$ cat config.mk
export PLATFORM = sky130hd
export DESIGN_NAME = ccp_unit
export DESIGN_NICKNAME = d
export VERILOG_FILES = /design/src/rtl/ccp_pkg.sv /design/src/rtl/ccp_capture.sv /design/src/rtl/ccp_compare.sv /design/src/rtl/ccp_pwm.sv /design/src/rtl/ccp_unit.sv
export SDC_FILE = /design/constraint.sdc
export NUM_CORES = 1
export LEC_CHECK = 0
export BUFFER_PORTS_ARGS = -buffer_cell sky130_fd_sc_hd__buf_2
export CORE_MARGIN = 3
export CORE_UTILIZATION = 50
export DETAILED_ROUTE_END_ITERATION = 6
export PLACE_DENSITY = 0.74
export SETUP_SLACK_MARGIN = 0.5
export SLEW_MARGIN = 20
export SYNTH_ARGS = -nofsm -noshare
export SYNTH_HDL_FRONTEND = slang
export SYNTH_SLANG_ARGS = --single-unit
$ cat constraint.sdc
create_clock -name clk -period 1.86 [get_ports clk]
set_input_delay 0.279 -clock clk [delete_from_list [all_inputs] [get_ports clk]]
set_output_delay 0.279 -clock clk [all_outputs]
set_load 0.03 [all_outputs]
$ cat src/rtl/ccp_pkg.sv
package ccp_pkg;
  localparam int TMR_W  = 16;
  localparam int DUTY_W = 10;

  typedef logic [3:0] mode_t;

  localparam mode_t MODE_OFF     = 4'b0000;
  localparam mode_t MODE_TOGGLE  = 4'b0010;
  localparam mode_t MODE_CAP_F   = 4'b0100;
  localparam mode_t MODE_CAP_R   = 4'b0101;
  localparam mode_t MODE_CAP_R4  = 4'b0110;
  localparam mode_t MODE_CAP_R16 = 4'b0111;
  localparam mode_t MODE_SET_HI  = 4'b1000;
  localparam mode_t MODE_SET_LO  = 4'b1001;
  localparam mode_t MODE_SOFT    = 4'b1010;
  localparam mode_t MODE_SPECIAL = 4'b1011;

  localparam logic [1:0] ADDR_CTRL = 2'd0;
  localparam logic [1:0] ADDR_LO   = 2'd1;
  localparam logic [1:0] ADDR_HI   = 2'd2;
  localparam logic [1:0] ADDR_FLAG = 2'd3;

  function automatic logic is_capture(mode_t m);
    return m[3:2] == 2'b01;
  endfunction

  function automatic logic is_pwm(mode_t m);
    return m[3:2] == 2'b11;
  endfunction

  function automatic logic is_compare(mode_t m);
    return (m == MODE_TOGGLE) || (m[3:2] == 2'b10);
  endfunction

  function automatic logic drives_pin(mode_t m);
    return is_pwm(m) || m == MODE_TOGGLE || m == MODE_SET_HI || m == MODE_SET_LO;
  endfunction
endpackage

$ cat src/rtl/ccp_capture.sv
module ccp_capture
  import ccp_pkg::*;
#(
  parameter int SYNC_STAGES = 2,
  parameter int PRE_W       = 4
) (
  input  logic  clk,
  input  logic  rst_n,
  input  mode_t mode,
  input  logic  mode_chg,
  input  logic  pin_i,
  output logic  evt_o
);
  localparam int SH_W = SYNC_STAGES + 1;

  logic [SH_W-1:0]  sh_q;
  logic [PRE_W-1:0] cnt_q;
  logic [PRE_W-1:0] lim;
  logic             rise, fall, qual, last;

  always_ff @(posedge clk or negedge rst_n) begin
    if (!rst_n) sh_q <= '0;
    else        sh_q <= {sh_q[SH_W-2:0], pin_i};
  end

  assign rise = sh_q[SH_W-2] & ~sh_q[SH_W-1];
  assign fall = ~sh_q[SH_W-2] & sh_q[SH_W-1];

  always_comb begin
    case (mode)
      MODE_CAP_R4:  lim = PRE_W'(3);
      MODE_CAP_R16: lim = PRE_W'(15);
      default:      lim = '0;
    endcase
  end

  assign qual = is_capture(mode) && ((mode == MODE_CAP_F) ? fall : rise);
  assign last = (cnt_q == lim);

  always_ff @(posedge clk or negedge rst_n) begin
    if (!rst_n)                             cnt_q <= '0;
    else if (mode_chg || !is_capture(mode)) cnt_q <= '0;
    else if (qual)                          cnt_q <= last ? '0 : cnt_q + 1'b1;
  end

  assign evt_o = qual && last;
endmodule

$ cat src/rtl/ccp_compare.sv
module ccp_compare
  import ccp_pkg::*;
#(
  parameter bit GEN_ADC_START = 1'b1
) (
  input  logic             clk,
  input  logic             rst_n,
  input  mode_t            mode,
  input  mode_t            new_mode,
  input  logic             mode_load,
  input  logic             tick,
  input  logic [TMR_W-1:0] tmr,
  input  logic [TMR_W-1:0] ref_val,
  output logic             hit_o,
  output logic             pin_o,
  output logic             tmr_rst_o,
  output logic             adc_go_o
);
  logic pin_q, rst_q;

  assign hit_o = tick && (tmr == ref_val) && is_compare(mode);

  always_ff @(posedge clk or negedge rst_n) begin
    if (!rst_n) begin
      pin_q <= 1'b0;
    end else if (mode_load) begin
      pin_q <= (new_mode == MODE_SET_LO);
    end else if (hit_o) begin
      case (mode)
        MODE_TOGGLE: pin_q <= ~pin_q;
        MODE_SET_HI: pin_q <= 1'b1;
        MODE_SET_LO: pin_q <= 1'b0;
        default:     pin_q <= pin_q;
      endcase
    end
  end

  always_ff @(posedge clk or negedge rst_n) begin
    if (!rst_n) rst_q <= 1'b0;
    else        rst_q <= hit_o && (mode == MODE_SPECIAL);
  end

  assign pin_o     = pin_q;
  assign tmr_rst_o = rst_q;

  generate
    if (GEN_ADC_START) begin : g_adc
      assign adc_go_o = rst_q;
    end else begin : g_no_adc
      assign adc_go_o = 1'b0;
    end
  endgenerate
endmodule

$ cat src/rtl/ccp_pwm.sv
module ccp_pwm
  import ccp_pkg::*;
(
  input  logic              clk,
  input  logic              rst_n,
  input  logic              en,
  input  logic              prd_start,
  input  logic [DUTY_W-1:0] duty_i,
  input  logic [DUTY_W-1:0] cnt_i,
  output logic              pin_o
);
  logic [DUTY_W-1:0] duty_q;
  logic              pin_q;

  always_ff @(posedge clk or negedge rst_n) begin
    if (!rst_n) begin
      duty_q <= '0;
      pin_q  <= 1'b0;
    end else if (!en) begin
      duty_q <= '0;
      pin_q  <= 1'b0;
    end else if (prd_start) begin
      duty_q <= duty_i;
      pin_q  <= (duty_i != '0);
    end else if (cnt_i >= duty_q) begin
      pin_q  <= 1'b0;
    end
  end

  assign pin_o = pin_q;
endmodule

$ cat src/rtl/ccp_unit.sv
module ccp_unit
  import ccp_pkg::*;
#(
  parameter bit GEN_ADC_START = 1'b1
) (
  input  logic        clk,
  input  logic        rst_n,
  input  logic        wr_en,
  input  logic [1:0]  wr_addr,
  input  logic [7:0]  wr_data,
  input  logic [1:0]  rd_addr,
  output logic [7:0]  rd_data,
  input  logic [15:0] tmr_val,
  input  logic [1:0]  tmr_pre,
  input  logic        tmr_tick,
  input  logic        prd_start,
  input  logic        cap_pin,
  output logic        ccp_out,
  output logic        ccp_oe,
  output logic        flag_o,
  output logic        tmr_rst_o,
  output logic        adc_go_o
);
  mode_t            mode_q;
  logic [1:0]       dlo_q;
  logic [TMR_W-1:0] ccpr_q;
  logic             flag_q;

  logic ctrl_wr, mode_load, flag_clr;
  logic cap_evt, cmp_hit, cmp_pin, pwm_pin;

  assign ctrl_wr   = wr_en && (wr_addr == ADDR_CTRL);
  assign mode_load = ctrl_wr && (wr_data[3:0] != mode_q);
  assign flag_clr  = wr_en && (wr_addr == ADDR_FLAG) && !wr_data[0];

  always_ff @(posedge clk or negedge rst_n) begin
    if (!rst_n) begin
      mode_q <= MODE_OFF;
      dlo_q  <= '0;
    end else if (ctrl_wr) begin
      mode_q <= wr_data[3:0];
      dlo_q  <= wr_data[5:4];
    end
  end

  always_ff @(posedge clk or negedge rst_n) begin
    if (!rst_n) begin
      ccpr_q <= '0;
    end else if (cap_evt) begin
      ccpr_q <= tmr_val;
    end else if (wr_en && wr_addr == ADDR_LO) begin
      ccpr_q[7:0] <= wr_data;
    end else if (wr_en && wr_addr == ADDR_HI) begin
      ccpr_q[15:8] <= wr_data;
    end
  end

  always_ff @(posedge clk or negedge rst_n) begin
    if (!rst_n)                 flag_q <= 1'b0;
    else if (cap_evt | cmp_hit) flag_q <= 1'b1;
    else if (flag_clr)          flag_q <= 1'b0;
  end

  ccp_capture #(.SYNC_STAGES(2), .PRE_W(4)) i_cap (
    .clk      (clk),
    .rst_n    (rst_n),
    .mode     (mode_q),
    .mode_chg (mode_load),
    .pin_i    (cap_pin),
    .evt_o    (cap_evt)
  );

  ccp_compare #(.GEN_ADC_START(GEN_ADC_START)) i_cmp (
    .clk       (clk),
    .rst_n     (rst_n),
    .mode      (mode_q),
    .new_mode  (wr_data[3:0]),
    .mode_load (mode_load),
    .tick      (tmr_tick),
    .tmr       (tmr_val),
    .ref_val   (ccpr_q),
    .hit_o     (cmp_hit),
    .pin_o     (cmp_pin),
    .tmr_rst_o (tmr_rst_o),
    .adc_go_o  (adc_go_o)
  );

  ccp_pwm i_pwm (
    .clk       (clk),
    .rst_n     (rst_n),
    .en        (is_pwm(mode_q)),
    .prd_start (prd_start),
    .duty_i    ({ccpr_q[7:0], dlo_q}),
    .cnt_i     ({tmr_val[7:0], tmr_pre}),
    .pin_o     (pwm_pin)
  );

  assign ccp_oe  = drives_pin(mode_q);
  assign ccp_out = ccp_oe && (is_pwm(mode_q) ? pwm_pin : cmp_pin);
  assign flag_o  = flag_q;

  always_comb begin
    case (rd_addr)
      ADDR_CTRL: rd_data = {2'b00, dlo_q, mode_q};
      ADDR_LO:   rd_data = ccpr_q[7:0];
      ADDR_HI:   rd_data = ccpr_q[15:8];
      default:   rd_data = {7'd0, flag_q};
    endcase
  end
endmodule

Word level (Yosys, flattened, before mapping)

Index checks and enable logic that the tools add are counted.

Bits in registers: 43
Bits of input ports: 36
Output and inout port bits: 13
Logic and storage cells: 92

Add/sub/neg operators: 1
Magnitude comparators: 1
Eq/ne operators: 22
Multiplexer cells: 21
Bitwise operators: 6
Reductions and logical operators: 30

Operators by type and width:

| kind                  | count |
|---|---|
| $mux W8               | 3 |
| $pmux W8 S3           | 1 |
| $mux W10              | 2 |
| $eq A16 B16 Y1        | 1 |
| $eq A4 B4 Y1 const B  | 4 |
| $mux W16              | 1 |
| $eq A4 B3 Y1 const B  | 3 |
| $logic_and A1 B1 Y1   | 12 |
| $mux W4               | 3 |
| $eq A2 B2 Y1 const B  | 5 |
| $ge A10 B10 Y1        | 1 |
| $reduce_bool A10 Y1   | 1 |
| $reduce_bool A2 Y1    | 5 |
| $mux W1               | 9 |
| $pmux W4 S2           | 1 |
| $eq A2 B1 Y1 const B  | 3 |
| $logic_or A1 B1 Y1    | 5 |
| $add A4 B1 Y4 const B | 1 |
| $eq A4 B2 Y1 const B  | 1 |
| $eq A4 B4 Y1          | 1 |
| $logic_not A2 Y1      | 2 |
| $ne A2 B2 Y1 const B  | 2 |
| $ne A4 B4 Y1          | 1 |
| $reduce_and A2 Y1     | 2 |
| 7 further kinds       | 11 |

Longest topological paths before layout

Depth in word-level cells: 7
Depth in mapped cells: 8
Depth with buffers taken out: 8

By module

A second synthesis with hierarchy kept.

Cell total of the unflattened synthesis: 284
Area, all modules: 2748.9 um^2

By module, submodules not included:

| module      | times used | cells each | area each (um^2) | seq. area each (um^2) |
|---|---|---|---|---|
| ccp_unit    | 1          | 139        | 1300.0           | 575.6 |
| ccp_pwm     | 1          | 72         | 743.2            | 275.3 |
| ccp_capture | 1          | 34         | 369.1            | 175.2 |
| ccp_compare | 1          | 39         | 336.6            | 50.0 |

Worst setup path before layout

Ideal clock, no wire load.

Path type: register -> output
From: register mode_q[3]
To: output ccp_out
Data arrival time: 1.621 ns
Setup slack: -0.040 ns
Cell stages (with the launch flop): 5
Cells stage by stage: dfrtp_1 clkbuf_1 nand2b_1 a21o_1 o21ai_0

Cells in the longest elaborated chain, start to end: 5
Elaborated cells on any way between the ends: 9

RTL lines:

| element                                             | RTL line                     | RTL |
|---|---|---|
| start: declaration                                  | ccp_unit.sv:24               | `mode_t mode_q;` |
| start signal: assignment                            | ccp_unit.sv:41               | `mode_q <= wr_data[3:0];` |
| $eq A4 B2 Y1 / $eq A2 B2 Y1 (equally long branches) | ccp_pkg.sv:36, ccp_pkg.sv:28 |  |
| $logic_or A1 B1 Y1 (3 in a row)                     | ccp_pkg.sv:36                | `return is_pwm(m) \|\| m == MODE_TOGGLE \|\| m == MODE_SET_HI \|\| m == MODE_SET_LO;` |
| $logic_and A1 B1 Y1 *                               | ccp_unit.sv:99               | `assign ccp_out = ccp_oe && (is_pwm(mode_q) ? pwm_pin : cmp_pin);` |
| end: declaration                                    | ccp_unit.sv:18               | `output logic ccp_out,` |

Every way passes the cells marked *; elsewhere a longest branch is shown, timed or not.

Worst setup path after layout

From: register mode_q[0]
To: register ccpr_q[8]

Cells in the longest elaborated chain, start to end: 6
Elaborated cells on any way between the ends: 12

RTL lines:

| element                                                             | RTL line                             | RTL |
|---|---|---|
| $eq A4 B3 Y1 (on tied branches)                                     | ccp_capture.sv:30, ccp_capture.sv:37 |  |
| $pmux W4 S2 / $mux W1 (equally long branches)                       | ccp_capture.sv:30, ccp_capture.sv:37 |  |
| $eq A4 B4 Y1 / $logic_and A1 B1 Y1 (equally long branches)          | ccp_capture.sv:38, ccp_capture.sv:37 |  |
| $logic_and A1 B1 Y1 *                                               | ccp_capture.sv:46                    | `assign evt_o = qual && last;` |
| $ne A2 B2 Y1 (no line) / $reduce_bool A2 Y1 (equally long branches) | n/a                                  |  |
| $reduce_and A2 Y1 (no line)                                         | n/a                                  |  |
| end signal: assignment                                              | ccp_unit.sv:50                       | `ccpr_q <= tmr_val;` |
| end signal: assignment                                              | ccp_unit.sv:54                       | `ccpr_q[15:8] <= wr_data;` |
| end: declaration                                                    | ccp_unit.sv:26                       | `logic [TMR_W-1:0] ccpr_q;` |

Marked as above.
A chain may end at the register's enable or synchronous reset.

==> results.yml <==
outcome:
  status: "completed"
detailed_routing:
  drtAntennaViolNets: 0
  avgViaCountPerCell: 5.61
  num_vias: 2412
  drt_iter0_drc: 134
  routed_wl_um: 7660
  wire_per_inst_um: 17.8
  dr.pass1.iters: 4
  remaining_drc_errors: 0
sta:
  skew_ns: 0.00552
  maxSlewViolCount: 0
  period_share: 0.999
  period_needed_ns: 1.86
  rsz0062_at_grt: "true"
  worst_pin_slew_ns: 0.587
  whs_ns: 0.0516
  finalHoldViolCount: 0
  finalSetupTns_ns: 0
  slew_headroom: 0.609
  setup_viol: 0
  setup_slack_ns: 0.00257
  timing.fmax_mhz: 538
setup_path:
  startpoint_type: "register"
  r2r-start: "mode_q[0]$_DFFE_PN0P_"
  worstPathArrival_ns: 2.04
  r2r-end: "ccpr_q[8]$_DFFE_PN0P_"
  end_kind: "register"
  path_class: "register to register"
  reg2reg_setup_slack_ns: 0.003
  cp.required_ns: 2.04
  cp_max_fo: 33
  crit_start: "mode_q[0]$_DFFE_PN0P_"
  rr_worst_depth: 7
finish:
  multiInputGateArea_um2: 1840
  final_net_count: 406
  stdcell_count: 430
  final_util: 0.735
  fillCellCount: 375
  drive_above_1_share: 0.461
  n_antenna_cell: 0
  syn2layout_area_growth_pct: 40.6
  regArea_um2: 1080
die:
  die_h_um: 79.6
  initial_core_util: 0.523
  coreArea_um2: 5170
  die_area_um2: 6330
  ios: 49
  die_x_um: 79.6
  rows: 26
yosys:
  syn_nets: 324
  synth_ff_type: "dfrtp_1"
  synth_edf_count: 0
  synthCells: 277
  yosys-top-cells-count: "43 x dfrtp_1, 37 x nor2_1, 33 x mux2i_1"
  syn_avg_cell_area_um2: 9.77
  ys_types: 47
  ys_top_cells_by_area: "dfrtp_1 40%, mux2i_1 12%, nor2_1 5.1%"
  yosys_warnings: 0
  yosysMostFrequentCell: "dfrtp_1"
  synth-seq-cells: 43
  syn_area_um2: 2710
  ys_seq_area_frac: 0.398
  synth_top_area_share: 0.398
  synthArstFlopShare: 1.00
  yosysTopAreaCell: "dfrtp_1"
placed_design:
  dp_hpwl_um: 5150
  detailedPlace.worstSlack_ns: 0.0467
  portBuffers: 48
  gp_congestion: 0.844
  placedCellCount: 402
clocking:
  cts_root_buffer: "clkbuf_8"
  hold_buffers: 0
  numCtsBuffers: 5
  cts_tree: "yes"
  clock_latency_ns: 0.30
  htreeDepth: 2
  cts.sink_count: 43
  cts.clk_slew.worst_paths_ns: 0.09
  cts.path.max_buffers: 2
global_routing:
  track_usage: 0.245
  grt_max_degree: 44
  grt_pass1_wl_um: 12000
  antenna_found_initial: 0
  grt_pass1_vias: 2459
  grt_overflow: 0
power:
  p_leak_nw: 1.75
  powerDensity_nw_per_um2: 957
  ir_drop_mv: 0.611
worst_hold_path:
  hp-class: "primary input to asynchronous set/reset pin"
flow_run:
  max_cap_viol_count: 0
-- state kept, by name, summed over array words and instances (netlist names) --
name / cells
ccpr_q: 16
i_pwm.duty_q: 10
i_cap.cnt_q: 4
mode_q: 4
i_cap.sh_q: 3
dlo_q: 2
flag_o: 1
i_cmp.adc_go_o: 1
i_cmp.pin_o: 1
i_pwm.pin_o: 1
-- worst max-delay path: stages, from the launching register on --
cell      delay (ns)
dfrtp_2         0.43
buf_6           0.13
nand4b_1        0.12
or2_1           0.26
a2111o_1        0.41
buf_12          0.21
nor2_4          0.13
a21oi_2         0.04
-- cell families (layout without fill, tap and decap cells) --
group,after synthesis,after routing,share of synthesized area
compound gates,48,48,0.106
buf+inv,25,108,0.0486
xor+xnor,20,20,0.0648
simple gates,89,89,0.172
fa+ha+maj,11,11,0.0509
flops,43,43,0.398
mux,41,41,0.160
-- stage by stage --
step,total power [mW],cell area (um^2)
3_3_place_gp,2.52,3190
6_report,3.64,3800
4_1_cts,3.41,3510
5_1_grt,3.83,3800
3_5_place_dp,2.56,3190
2_1_floorplan,2.13,2800
-- cells in the final DEF (no fill, tap or decap), types with 4 or more instances in the layout --
cell type  count
dfrtp_1       37
buf_2         37
mux2i_1       30
buf_4         27
nor2_1        23
buf_6         22
a21oi_1       15
inv_1         11
ha_1          10
nand2_1        9
xnor2_1        9
nor2_4         9
a21oi_2        9
xor2_1         7
o21ai_2        6
mux2_2         6
dfrtp_2        6
nor2_2         5
clkbuf_8       5
nor2b_1        4
nand4_1        4
o21ai_0        4
-- cell type report --
class                   count  area share
inverters                  12      0.0118
repair buffers             88       0.174
multi-input cells         209       0.485
clock buffers               7      0.0201
well taps                  70      0.0230
clock inverters             1     0.00132
flip-flops and latches     43       0.285
-- timing repair --
item,in CTS,in global routing
gates resized for setup,39,57
pin swaps,9,8
buffers inserted,13,7
endpoints found under the setup margin,34,34
-- how the worst max path moves through the flow --
stage,depth (start not counted),slack (ns),to
after detailed placement,6,0.05,i_cmp.pin_o$_DFFE_PN0P_
final,7,0.003,ccpr_q[8]$_DFFE_PN0P_
after floorplan,6,0.21,ccpr_q[4]$_DFFE_PN0P_
after global routing,7,-0.05,ccpr_q[8]$_DFFE_PN0P_
after global placement,6,0.08,i_cmp.pin_o$_DFFE_PN0P_
after CTS,6,0.07,ccp_out
-- routing by layer --
| layer | track usage | share of wire | vias to the layer above |
|---|---|---|---|
| met2 | 0.429 | 0.50 | 89 |
| li1 | - | - | 1139 |
| met3 | 0.0542 | 0.069 | 21 |
| met1 | 0.304 | 0.40 | 1163 |
| met5 | 0 | 0 | - |
| met4 | 0.0653 | 0.030 | 0 |
-- power by group --
part,switching [mW],internal (mW),total [mW]
clock,0.342,0.265,0.606
combinational,0.846,0.873,1.72
sequential,0.183,1.13,1.32
(Power assumes the default switching activity.)
